[src/rtl/mul_tile_pkg.sv]
package mul_tile_pkg;

    // Default half-operand width; a full operand is twice this.
    localparam int DEF_HALF_W = 9;

    // Number of narrow lanes packed into one tile in split mode.
    localparam int NARROW_LANES = 2;

    typedef enum logic {
        MODE_WIDE  = 1'b0,
        MODE_SPLIT = 1'b1
    } mul_mode_e;

    // Control bits that travel alongside the operands.
    typedef struct packed {
        logic      a_sgn;
        logic      b_sgn;
        mul_mode_e mode;
    } mul_ctrl_t;

    localparam mul_ctrl_t CTRL_IDLE = '{a_sgn: 1'b0, b_sgn: 1'b0, mode: MODE_WIDE};

    function automatic mul_ctrl_t pack_ctrl(logic a_sgn, logic b_sgn, logic split);
        mul_ctrl_t c;
        c.a_sgn = a_sgn;
        c.b_sgn = b_sgn;
        c.mode  = split ? MODE_SPLIT : MODE_WIDE;
        return c;
    endfunction

endpackage

[src/rtl/mul_in_stage.sv]
module mul_in_stage
    import mul_tile_pkg::*;
#(
    parameter int W       = 18,
    parameter bit USE_REG = 1'b1
) (
    input  logic         clk,
    input  logic         clr,
    input  logic         ce,
    input  logic [W-1:0] a_i,
    input  logic [W-1:0] b_i,
    input  mul_ctrl_t    ctrl_i,
    output logic [W-1:0] a_o,
    output logic [W-1:0] b_o,
    output mul_ctrl_t    ctrl_o
);

    generate
        if (USE_REG) begin : g_reg
            logic [W-1:0] a_q;
            logic [W-1:0] b_q;
            mul_ctrl_t    ctrl_q;

            always_ff @(posedge clk) begin
                if (clr) begin
                    a_q    <= '0;
                    b_q    <= '0;
                    ctrl_q <= CTRL_IDLE;
                end else if (ce) begin
                    a_q    <= a_i;
                    b_q    <= b_i;
                    ctrl_q <= ctrl_i;
                end
            end

            assign a_o    = a_q;
            assign b_o    = b_q;
            assign ctrl_o = ctrl_q;
        end else begin : g_bypass
            logic unused_bypass;
            assign unused_bypass = &{1'b0, clk, clr, ce};
            assign a_o    = a_i;
            assign b_o    = b_i;
            assign ctrl_o = ctrl_i;
        end
    endgenerate

endmodule

[src/rtl/mul_lane.sv]
module mul_lane #(
    parameter int W = 18
) (
    input  logic [W-1:0]   a,
    input  logic [W-1:0]   b,
    input  logic           a_sgn,
    input  logic           b_sgn,
    output logic [2*W-1:0] prod
);

    localparam int PW = 2 * W;

    logic signed [PW-1:0] a_ext;
    logic signed [PW-1:0] b_ext;

    // Only an operand marked signed replicates its top bit.
    assign a_ext = {{W{a_sgn & a[W-1]}}, a};
    assign b_ext = {{W{b_sgn & b[W-1]}}, b};

    // Product modulo 2^PW is exact for every signedness mix.
    assign prod = a_ext * b_ext;

endmodule

[src/rtl/mul_core.sv]
module mul_core
    import mul_tile_pkg::*;
#(
    parameter int HALF_W = DEF_HALF_W
) (
    input  logic [2*HALF_W-1:0] a,
    input  logic [2*HALF_W-1:0] b,
    input  mul_ctrl_t           ctrl,
    output logic [4*HALF_W-1:0] prod
);

    localparam int W  = 2 * HALF_W;
    localparam int PW = 2 * W;
    localparam int NW = 2 * HALF_W;

    logic [PW-1:0]              wide_prod;
    logic [NARROW_LANES*NW-1:0] narrow_prod;

    mul_lane #(.W(W)) u_wide (
        .a     (a),
        .b     (b),
        .a_sgn (ctrl.a_sgn),
        .b_sgn (ctrl.b_sgn),
        .prod  (wide_prod)
    );

    generate
        for (genvar i = 0; i < NARROW_LANES; i++) begin : g_narrow
            mul_lane #(.W(HALF_W)) u_lane (
                .a     (a[i*HALF_W +: HALF_W]),
                .b     (b[i*HALF_W +: HALF_W]),
                .a_sgn (ctrl.a_sgn),
                .b_sgn (ctrl.b_sgn),
                .prod  (narrow_prod[i*NW +: NW])
            );
        end
    endgenerate

    always_comb begin
        if (ctrl.mode == MODE_SPLIT) begin
            prod = narrow_prod;
        end else begin
            prod = wide_prod;
        end
    end

endmodule

[src/rtl/mul_out_stage.sv]
module mul_out_stage #(
    parameter int PW      = 36,
    parameter bit USE_REG = 1'b1
) (
    input  logic          clk,
    input  logic          clr,
    input  logic          ce,
    input  logic [PW-1:0] d,
    output logic [PW-1:0] q
);

    generate
        if (USE_REG) begin : g_reg
            logic [PW-1:0] q_r;

            always_ff @(posedge clk) begin
                if (clr) begin
                    q_r <= '0;
                end else if (ce) begin
                    q_r <= d;
                end
            end

            assign q = q_r;
        end else begin : g_bypass
            logic unused_bypass;
            assign unused_bypass = &{1'b0, clk, clr, ce};
            assign q = d;
        end
    endgenerate

endmodule

[src/rtl/mul_tile.sv]
module mul_tile
    import mul_tile_pkg::*;
#(
    parameter int HALF_W  = DEF_HALF_W,
    parameter bit IN_REG  = 1'b1,
    parameter bit OUT_REG = 1'b1
) (
    input  logic                clk,
    input  logic                clr,
    input  logic                ce,
    input  logic [2*HALF_W-1:0] op_a,
    input  logic [2*HALF_W-1:0] op_b,
    input  logic                a_signed,
    input  logic                b_signed,
    input  logic                split_mode,
    output logic [4*HALF_W-1:0] product
);

    localparam int W  = 2 * HALF_W;
    localparam int PW = 2 * W;

    mul_ctrl_t    ctrl_in;
    mul_ctrl_t    ctrl_s;
    logic [W-1:0] a_s;
    logic [W-1:0] b_s;
    logic [PW-1:0] core_prod;

    assign ctrl_in = pack_ctrl(a_signed, b_signed, split_mode);

    mul_in_stage #(.W(W), .USE_REG(IN_REG)) u_in (
        .clk    (clk),
        .clr    (clr),
        .ce     (ce),
        .a_i    (op_a),
        .b_i    (op_b),
        .ctrl_i (ctrl_in),
        .a_o    (a_s),
        .b_o    (b_s),
        .ctrl_o (ctrl_s)
    );

    mul_core #(.HALF_W(HALF_W)) u_core (
        .a    (a_s),
        .b    (b_s),
        .ctrl (ctrl_s),
        .prod (core_prod)
    );

    mul_out_stage #(.PW(PW), .USE_REG(OUT_REG)) u_out (
        .clk (clk),
        .clr (clr),
        .ce  (ce),
        .d   (core_prod),
        .q   (product)
    );

endmodule

[config.mk]
export PLATFORM = sky130hd
export DESIGN_NAME = mul_tile
export DESIGN_NICKNAME = d
export VERILOG_FILES = /design/src/rtl/mul_tile_pkg.sv /design/src/rtl/mul_in_stage.sv /design/src/rtl/mul_lane.sv /design/src/rtl/mul_core.sv /design/src/rtl/mul_out_stage.sv /design/src/rtl/mul_tile.sv
export SDC_FILE = /design/constraint.sdc
export NUM_CORES = 1
export LEC_CHECK = 0
export BUFFER_PORTS_ARGS = -buffer_cell sky130_fd_sc_hd__buf_2
export CELL_PAD_IN_SITES_DETAIL_PLACEMENT = 0
export CELL_PAD_IN_SITES_GLOBAL_PLACEMENT = 2
export CORE_MARGIN = 2
export CORE_UTILIZATION = 40
export CTS_BUF_LIST = sky130_fd_sc_hd__clkbuf_16
export CTS_CLUSTER_SIZE = 24
export DETAILED_ROUTE_END_ITERATION = 10
export MAX_ROUTING_LAYER = met4
export PLACE_DENSITY_LB_ADDON = 0.1
export SYNTH_ARGS = -nofsm -noshare
export SYNTH_HDL_FRONTEND = slang
export SYNTH_SLANG_ARGS = --single-unit
[constraint.sdc]
create_clock -name clk -period 7.6 [get_ports clk]
set_input_delay 1.52 -clock clk [delete_from_list [all_inputs] [get_ports clk]]
set_output_delay 1.52 -clock clk [all_outputs]
set_load 0.03 [all_outputs]
==> flow_summary.toml, run 1 <==
[timing]
worstMarginPinSlew_ns = 1.09
fin_crit_ns = 7.12
tns_ns = 0
max_freq_mhz = 140
skew_ns = 0.0176
slew_headroom_pct = 27.6
setup_violations = 0
layout_worst_path_cycle_share_pct = 93.7
slew_violations = 0
hold_slack_ns = 0.455
hold_viol = 0
rsz0062_at_grt = "false"

[critical_path]
crit_path_end_kind = "flip-flop"
r2r_slack_ns = 0.48
crit_required_ns = 7.91
reg2regPathDepth = 19
r2r-end = "u_out.q[30]$_SDFFE_PP0P_"
crit_path_max_fanout = 17
rr_startpoint = "u_in.a_o[8]$_SDFFE_PP0P_"
crit_type = "reg2reg"
startpoint_type = "flip-flop"
crit_arrival_ns = 7.43

[cells_and_area]
multi_input_area_sq_um = 16600
nets = 2956
finalCoreUtilization_pct = 43.8
fillers = 5148
layout_common_cells = "inv_1 (531), fa_1 (450), nand2_1 (245), ha_1 (184), and2_1 (144)"
synthToLayoutAreaGrowth_pct = 7.75
drive_gt1_share_pct = 7.70
seq_area_sq_um = 1500
final_common_cell = "inv_1"

[logic_synthesis]
synth_top_area_share_pct = 44.1
async_reset_ff_share_pct = 0
syn_inst = 2242
seq_area_frac_synth_pct = 7.35
synth_edf_count = 0
synth.distinct_cells = 72
ys_warn_count = 0
syn_avg_cell_area_sq_um = 9.11
ys.flop_type = "dfxtp_1"
ys_ff_latch = 75
syn_nets = 2918
netlist_area_sq_um = 20400
synthTopCellsByArea = "fa_1 (44%), ha_1 (11%), inv_1 (9.8%), dfxtp_1 (7.3%), nand2_1 (4.5%)"
synth_top_cell_by_area = "fa_1"

[route]
vias_per_cell = 5.00
drc = 0
drtIter0Drc = 742
finalWirelength_microns = 61800
wl_per_cell_microns = 20.9
first_pass_iters = 5
vias = 14800
postRouteAntennaNets = 0

[pwr]
p_sw_share_pct = 44.6
internal_power_mw = 1.15
p_comb_share_pct = 50.0
report.power.total_mw = 2.07
power_frac_clock_pct = 27.1
p_sw_uw = 921
power_density_nw_per_um2 = 93.9
ir_drop_mv = 0.104
power.leakage_nw = 11.8
seq_power_share_pct = 22.9

[clocking]
cts_tree = "done"
cts_buffers = 9
cts-root-buf = "clkbuf_16"
cts_buffer_depth = 2
cts.sinks = 75
clock_latency_ns = 0.40
cts.htree.levels = 3
path_clk_slew_ns = 0.08
cts_resized = 0
cts-hold-fix-buffers = 0
cts_setup_buffers = 0

[placement]
dp_hpwl_microns = 52700
place.gp.congestion = 0.889
io_buffers = 77

[min_path]
hold_end = "u_out.q[24]$_SDFFE_PP0P_"
hp-start = "u_out.q[24]$_SDFFE_PP0P_"
hold_class = "reg2reg"
hold_depth = 2

[grt]
gr-total-overflow = 0
grtUsageTotal_pct = 25.2
first_global_vias = 16000
grt_antenna_before_repair = 0
grt_max_degree = 79
grt_pass1_wl_microns = 96000

[floorplan]
initial_utilization_pct = 40.6
num_rows = 82
fp.dieH_microns = 230
dieArea_sq_um = 52900
core_sq_um = 50300
dieWidth_microns = 230
ios = 78

[status]
outcome = "completed"

[job]
maxCapViolCount = 0
==> worst max-delay path by stage <==
| stage | startpoint | to | slack [ns] | depth (start not counted) |
|---|---|---|---|---|
| floorplan | u_in.a_o[17]$_SDFFE_PP0P_ | u_out.q[33]$_SDFFE_PP0P_ | 0.86 | 23 |
| global placement | u_in.a_o[8]$_SDFFE_PP0P_ | u_out.q[30]$_SDFFE_PP0P_ | 0.46 | 19 |
| detailed placement | u_in.a_o[8]$_SDFFE_PP0P_ | u_out.q[30]$_SDFFE_PP0P_ | 0.39 | 20 |
| CTS | u_in.a_o[8]$_SDFFE_PP0P_ | u_out.q[30]$_SDFFE_PP0P_ | 0.39 | 19 |
| global route | u_in.a_o[8]$_SDFFE_PP0P_ | u_out.q[30]$_SDFFE_PP0P_ | 0.12 | 20 |
| finish | u_in.a_o[8]$_SDFFE_PP0P_ | u_out.q[30]$_SDFFE_PP0P_ | 0.48 | 19 |
==> per-layer routing <==
metal,track usage [%],routed length (microns),vias to the layer above
met5,-,0,-
met4,7.10,1580,0
met3,1.76,1550,60
met2,45.4,33400,236
met1,30.2,25300,7686
li1,-,-,6805
==> power by group through the flow <==
stage               sequential, mW  combinational (mW)  clock (mW)
floorplan                    0.492               0.680           0
global placement             0.481                1.05           0
detailed placement           0.482                1.05           0
CTS                          0.473                1.06       0.575
global route                 0.478                1.16       0.585
finish                       0.473                1.03       0.560
==> area by class of cell <==
type / instances / share of cell area [%]
clock buffer: 9 / 1.02
clock inverter: 7 / 0.563
tap: 672 / 3.82
sequential: 75 / 6.82
timing repair buffer: 127 / 3.48
antenna: 2 / 0.0227
multi-input combinational: 1535 / 75.2
inverter: 532 / 9.07
==> Yosys cell counts (22+ instances only) <==
cell and number:
and2_1 144, nor2_1 116, a21oi_1 53, dfxtp_1 75, o21ai_0 26, ha_1 184
clkbuf_1 87, mux2i_1 48, nand2_1 245, xnor2_1 48, inv_1 531, fa_1 450
a211oi_1 22
==> kinds of logic (layout without fill, tap and decap cells) <==
logic type | Yosys count | in the layout | share of synthesized area [%]
flip-flops | 75 | 75 | 7.35
adder cells (fa/ha/maj) | 634 | 634 | 55.4
other | 0 | 2 | 0
AO/OA/AOI/OAI | 187 | 187 | 6.42
multiplexers | 49 | 49 | 2.42
buffers and inverters | 632 | 675 | 11.6
XOR/XNOR | 70 | 70 | 3.17
AND/OR/NAND/NOR | 595 | 595 | 13.7
==> sequential cells by signal, indices dropped and copies added (netlist names) <==
register and flops:
u_in.a_o 18, u_in.b_o 18, u_in.ctrl_o 3, u_out.q 36
==> stage by stage <==
step,std cells,area (sq um),setup WS (ns)
floorplan,2242,20400,0.859
global placement,2941,21700,0.460
CTS,2957,22000,0.387
finish,2959,22000,0.479
detailed placement,2941,21700,0.390
global route,2957,22000,0.116
==> worst max-delay path, cell delays in order, from the launching register on <==
cell	delay [ns]
dfxtp_1	0.78
buf_4	0.37
nand2_1	0.17
fa_1	0.53
fa_1	0.49
fa_1	0.54
fa_1	0.55
inv_1	0.06
fa_1	0.42
fa_1	0.48
ha_1	0.29
ha_1	0.45
nand2_1	0.09
nor2_1	0.26
a2111oi_4	0.08
a2111oi_2	0.57
nor2_2	0.11
o21bai_1	0.22
mux2_4	0.32
o41ai_2	0.26
(Power assumes the default switching activity.)
==> run 2: changes to the inputs <==
--- a/config.mk
+++ b/config.mk
@@ -14,7 +14,7 @@
 export CTS_CLUSTER_SIZE = 24
 export DETAILED_ROUTE_END_ITERATION = 10
 export MAX_ROUTING_LAYER = met4
-export PLACE_DENSITY_LB_ADDON = 0.1
+export PLACE_DENSITY = 0.9
 export SYNTH_ARGS = -nofsm -noshare
 export SYNTH_HDL_FRONTEND = slang
 export SYNTH_SLANG_ARGS = --single-unit
==> flow_summary.toml, run 2 (synthesis results as in run 1) <==
[status]
outcome = "completed"

[cells_and_area]
largest_reg_flops = 36
layout_common_cells = "inv_1 (532), fa_1 (450), nand2_1 (245), ha_1 (184), and2_1 (144)"
fillers = 5027
final_common_cell = "inv_1"
nets = 2953
synthToLayoutAreaGrowth_pct = 7.28
drive_gt1_share_pct = 7.50
num_antenna_cells = 0

[grt]
gr-total-overflow = 0
grtUsageTotal_pct = 23.3
first_global_vias = 16500
grt_pass1_wl_microns = 91200
grt_antenna_before_repair = 0
grt_max_degree = 57

[route]
drc = 0
vias = 15000
drtIter0Drc = 755
postRouteAntennaNets = 0
vias_per_cell = 5.07
wl_per_cell_microns = 19.4
first_pass_iters = 5
finalWirelength_microns = 57200

[timing]
worstMarginPinSlew_ns = 0.900
slew_violations = 0
hold_slack_ns = 0.455
fin_crit_ns = 7.08
tns_ns = 0
setup_violations = 0
max_freq_mhz = 141
hold_viol = 0
skew_ns = 0.0147
rsz0062_at_grt = "false"
layout_worst_path_cycle_share_pct = 93.2
slew_headroom_pct = 40.0

[clocking]
cts_buffers = 9
cts-root-buf = "clkbuf_16"
cts_setup_buffers = 0
clock_latency_ns = 0.39
cts_resized = 0
cts_tree = "done"
cts-hold-fix-buffers = 0
path_clk_slew_ns = 0.07
cts.sinks = 75
cts.htree.levels = 3
cts_buffer_depth = 2

[critical_path]
crit_path_cell_trace = "buf_4 -> nand2_1 -> fa_1 -> fa_1 -> fa_1 -> inv_1 -> fa_1 -> fa_1 -> fa_1 -> inv_1 -> fa_1 -> inv_1 -> ha_1 -> nand2_1 -> a21oi_1 -> o221ai_1 -> a2111oi_2 -> nor2_2 -> o21bai_1 -> mux2_4 -> o41ai_2"
rr_startpoint = "u_in.b_o[7]$_SDFFE_PP0P_"
cp_top_family = "adder cells"
cp_slowest_cell = "dfxtp_1"
cpMostUsedCell = "fa_1"
crit_path_start = "u_in.b_o[7]$_SDFFE_PP0P_"
startpoint_type = "flip-flop"
crit_buf_inv = 4
critPathMaxStageDelay_ns = 0.72
crit_type = "reg2reg"
crit_required_ns = 7.89
crit_arrival_ns = 7.37
crit_path_end_kind = "flip-flop"
crit_path_max_fanout = 13

[floorplan]
core_sq_um = 50300
dieArea_sq_um = 52900
dieWidth_microns = 230
num_rows = 82
initial_utilization_pct = 40.6
ios = 78
fp.dieH_microns = 230

[placement]
place.gp.congestion = 0.925
io_buffers = 77
dp_hpwl_microns = 49000

[pwr]
ir_drop_mv = 0.137
power_density_nw_per_um2 = 89.4
power.leakage_nw = 11.7

[min_path]
hold_class = "reg2reg"
hp-start = "u_out.q[24]$_SDFFE_PP0P_"

[job]
maxCapViolCount = 0
## run 2: final timing paths
check | endpoint | slack (ns) | cells past startpoint
hold reg to reg | u_out.q[24]$_SDFFE_PP0P_ | 0.46 | 2
setup / recovery | u_out.q[30]$_SDFFE_PP0P_ | 0.52 | 21
hold / removal | u_out.q[24]$_SDFFE_PP0P_ | 0.46 | 2
setup reg to reg | u_out.q[30]$_SDFFE_PP0P_ | 0.52 | 21
## run 2: area by class of cell
type                       count  area (sq um)  share of cell area (%)
inverter                     532          2000                    9.11
clock buffer                   9           225                    1.03
multi-input combinational   1535         16600                    75.5
tap                          672           841                    3.84
sequential                    75          1500                    6.85
clock inverter                 6          58.8                   0.268
timing repair buffer         124           741                    3.38
## run 2: layer usage
metal  up-vias  part of all wire [%]  global-route usage (%)  wire, microns
li1       6803                     -                       -              -
met1      7664                    40                    28.3          23000
met5         -                     0                       -              0
met3       103                   5.4                    3.65           3070
met4         0                   3.5                    7.74           1990
met2       396                    51                    39.4          29100
## run 2: per-stage QoR
step | total power, mW | utilization [%] | instance area [sq um] | instances | setup WS (ns)
floorplan | 1.17 | - | 20400 | 2242 | 0.859
global placement | 1.50 | 43.0 | 21600 | 2938 | 0.672
detailed placement | 1.51 | 43.0 | 21600 | 2938 | 0.536
CTS | 1.99 | 43.6 | 21900 | 2953 | 0.526
global route | 2.11 | 43.6 | 21900 | 2953 | 0.126
finish | 1.96 | 43.6 | 21900 | 2953 | 0.518
## run 2: worst reg2reg max path: cells and delay by family, from the launching register on
kind / cells / cell delay, ns
flip-flops: 1 / 0.72
adder cells (fa/ha/maj): 8 / 3.82
AO/OA/AOI/OAI: 5 / 1.33
buffers and inverters: 4 / 0.47
AND/OR/NAND/NOR: 3 / 0.32
multiplexers: 1 / 0.32
## run 2: where the power goes
| group | switching, mW | leakage [nW] | total [mW] | internal (mW) |
|---|---|---|---|---|
| Combinational | 0.623 | 11.0 | 1.02 | 0.393 |
| Sequential | 0.0563 | 0.618 | 0.483 | 0.427 |
| Clock | 0.210 | 0.138 | 0.461 | 0.250 |
==> run 3: changes to the inputs <==
--- a/config.mk
+++ b/config.mk
@@ -6,15 +6,13 @@
 export NUM_CORES = 1
 export LEC_CHECK = 0
 export BUFFER_PORTS_ARGS = -buffer_cell sky130_fd_sc_hd__buf_2
-export CELL_PAD_IN_SITES_DETAIL_PLACEMENT = 0
-export CELL_PAD_IN_SITES_GLOBAL_PLACEMENT = 2
-export CORE_MARGIN = 2
+export CORE_MARGIN = 1.5
 export CORE_UTILIZATION = 40
 export CTS_BUF_LIST = sky130_fd_sc_hd__clkbuf_16
 export CTS_CLUSTER_SIZE = 24
 export DETAILED_ROUTE_END_ITERATION = 10
 export MAX_ROUTING_LAYER = met4
-export PLACE_DENSITY = 0.9
+export PLACE_DENSITY = 0.6
 export SYNTH_ARGS = -nofsm -noshare
 export SYNTH_HDL_FRONTEND = slang
 export SYNTH_SLANG_ARGS = --single-unit
==> flow_summary.toml, run 3 (synthesis results as in run 1) <==
[critical_path]
crit_required_ns = 7.86
r2r_slack_ns = 0.58
crit_path_start = "u_in.b_o[8]$_SDFFE_PP0P_"
rr_startpoint = "u_in.b_o[8]$_SDFFE_PP0P_"
crit_type = "reg2reg"
startpoint_type = "flip-flop"
crit_arrival_ns = 7.29
crit_path_max_fanout = 17
crit_path_end_kind = "flip-flop"

[clocking]
cts.htree.levels = 3
cts_buffer_depth = 2
cts_resized = 0
cts_buffers = 9
cts-hold-fix-buffers = 0
cts.sinks = 75
clock_latency_ns = 0.38
cts_setup_buffers = 0
cts_tree = "done"
cts-root-buf = "clkbuf_16"
path_clk_slew_ns = 0.07

[timing]
worstMarginPinSlew_ns = 1.02
setup_violations = 0
slew_violations = 0
skew_ns = 0.0220
hold_viol = 0
max_freq_mhz = 142
fin_crit_ns = 7.02
rsz0062_at_grt = "false"
layout_worst_path_cycle_share_pct = 92.4
setup_ws_ns = 0.578
hold_slack_ns = 0.451
tns_ns = 0
slew_headroom_pct = 32.2

[pwr]
power.leakage_nw = 11.7
report.power.total_mw = 2.01
power_density_nw_per_um2 = 91.4
ir_drop_mv = 0.111

[floorplan]
num_rows = 82
fp.dieH_microns = 229
initial_utilization_pct = 40.6
dieWidth_microns = 229
ios = 78
dieArea_sq_um = 52500
core_sq_um = 50300

[grt]
grt_max_degree = 42
first_global_vias = 16400
grt_pass1_wl_microns = 89300
grt_antenna_before_repair = 0
grtUsageTotal_pct = 22.7
gr-total-overflow = 0

[cells_and_area]
layout_common_cells = "inv_1 (531), fa_1 (450), nand2_1 (245), ha_1 (184), and2_1 (144)"
seq_area_sq_um = 1500
fillers = 5009
nets = 2952
largest_reg_flops = 36
postLayoutCellArea_sq_um = 22000
final_common_cell = "inv_1"
finalCoreUtilization_pct = 43.7
multi_input_area_sq_um = 16600
synthToLayoutAreaGrowth_pct = 7.53
drive_gt1_share_pct = 7.45
instances_no_fill = 2954

[route]
vias_per_cell = 5.04
finalWirelength_microns = 55000
drc = 0
vias = 14900
first_pass_iters = 5
postRouteAntennaNets = 0
drtIter0Drc = 886
wl_per_cell_microns = 18.6

[placement]
dp_hpwl_microns = 47600
place.gp.congestion = 0.917
place_ws_ns = 0.620
dp_cells = 2937
place_area_sq_um = 21600
io_buffers = 77

[min_path]
hp-start = "u_out.q[24]$_SDFFE_PP0P_"
hold_class = "reg2reg"

[status]
outcome = "completed"

[job]
maxCapViolCount = 0
==> run 3: changes by cell type in the layout (fill, tap and decap cells not counted), sizes merged <==
cell,previous run,this run
clkinvlp,2,0
diode,0,1
buf,124,123
clkinv,3,4
bufinv,1,3
==> run 3: cell type report <==
class	count	share of cell area, %
Antenna cell	1	0.0114
Clock buffer	9	1.02
Clock inverter	7	0.524
Inverter	532	9.09
Multi-Input combinational cell	1535	75.4
Sequential cell	75	6.83
Tap cell	672	3.83
Timing Repair Buffer	123	3.34
==> run 3: critical path: stages (launching register included) <==
cell,delay [ns]
dfxtp_1,0.78
nand2_1,0.18
fa_1,0.54
inv_1,0.05
fa_1,0.48
inv_1,0.06
fa_1,0.49
inv_1,0.05
fa_1,0.54
fa_1,0.42
fa_1,0.54
inv_1,0.07
fa_1,0.51
inv_1,0.05
ha_1,0.37
nand2_1,0.10
a21oi_1,0.16
o221ai_1,0.22
a2111oi_2,0.44
nor2_2,0.09
o21bai_1,0.19
mux2_4,0.32
o41ai_2,0.25
==> run 3: routing by layer <==
| layer | track usage (%) | part of all wire (%) |
|---|---|---|
| met1 | 27.7 | 41 |
| met2 | 38.2 | 51 |
| met3 | 3.57 | 5.4 |
| met4 | 8.12 | 3.6 |
| met5 | - | 0 |
==> run 3: worst paths after layout <==
kind / to / cells past startpoint
hold reg to reg: u_out.q[24]$_SDFFE_PP0P_ / 2
hold / removal: u_out.q[24]$_SDFFE_PP0P_ / 2
setup / recovery: u_out.q[30]$_SDFFE_PP0P_ / 22
setup reg to reg: u_out.q[30]$_SDFFE_PP0P_ / 22
==> run 3: where the power goes <==
group	leakage, nW	internal, mW	switching [mW]
combinational	11.0	0.390	0.615
sequential	0.618	0.427	0.0530
clock	0.165	0.321	0.204
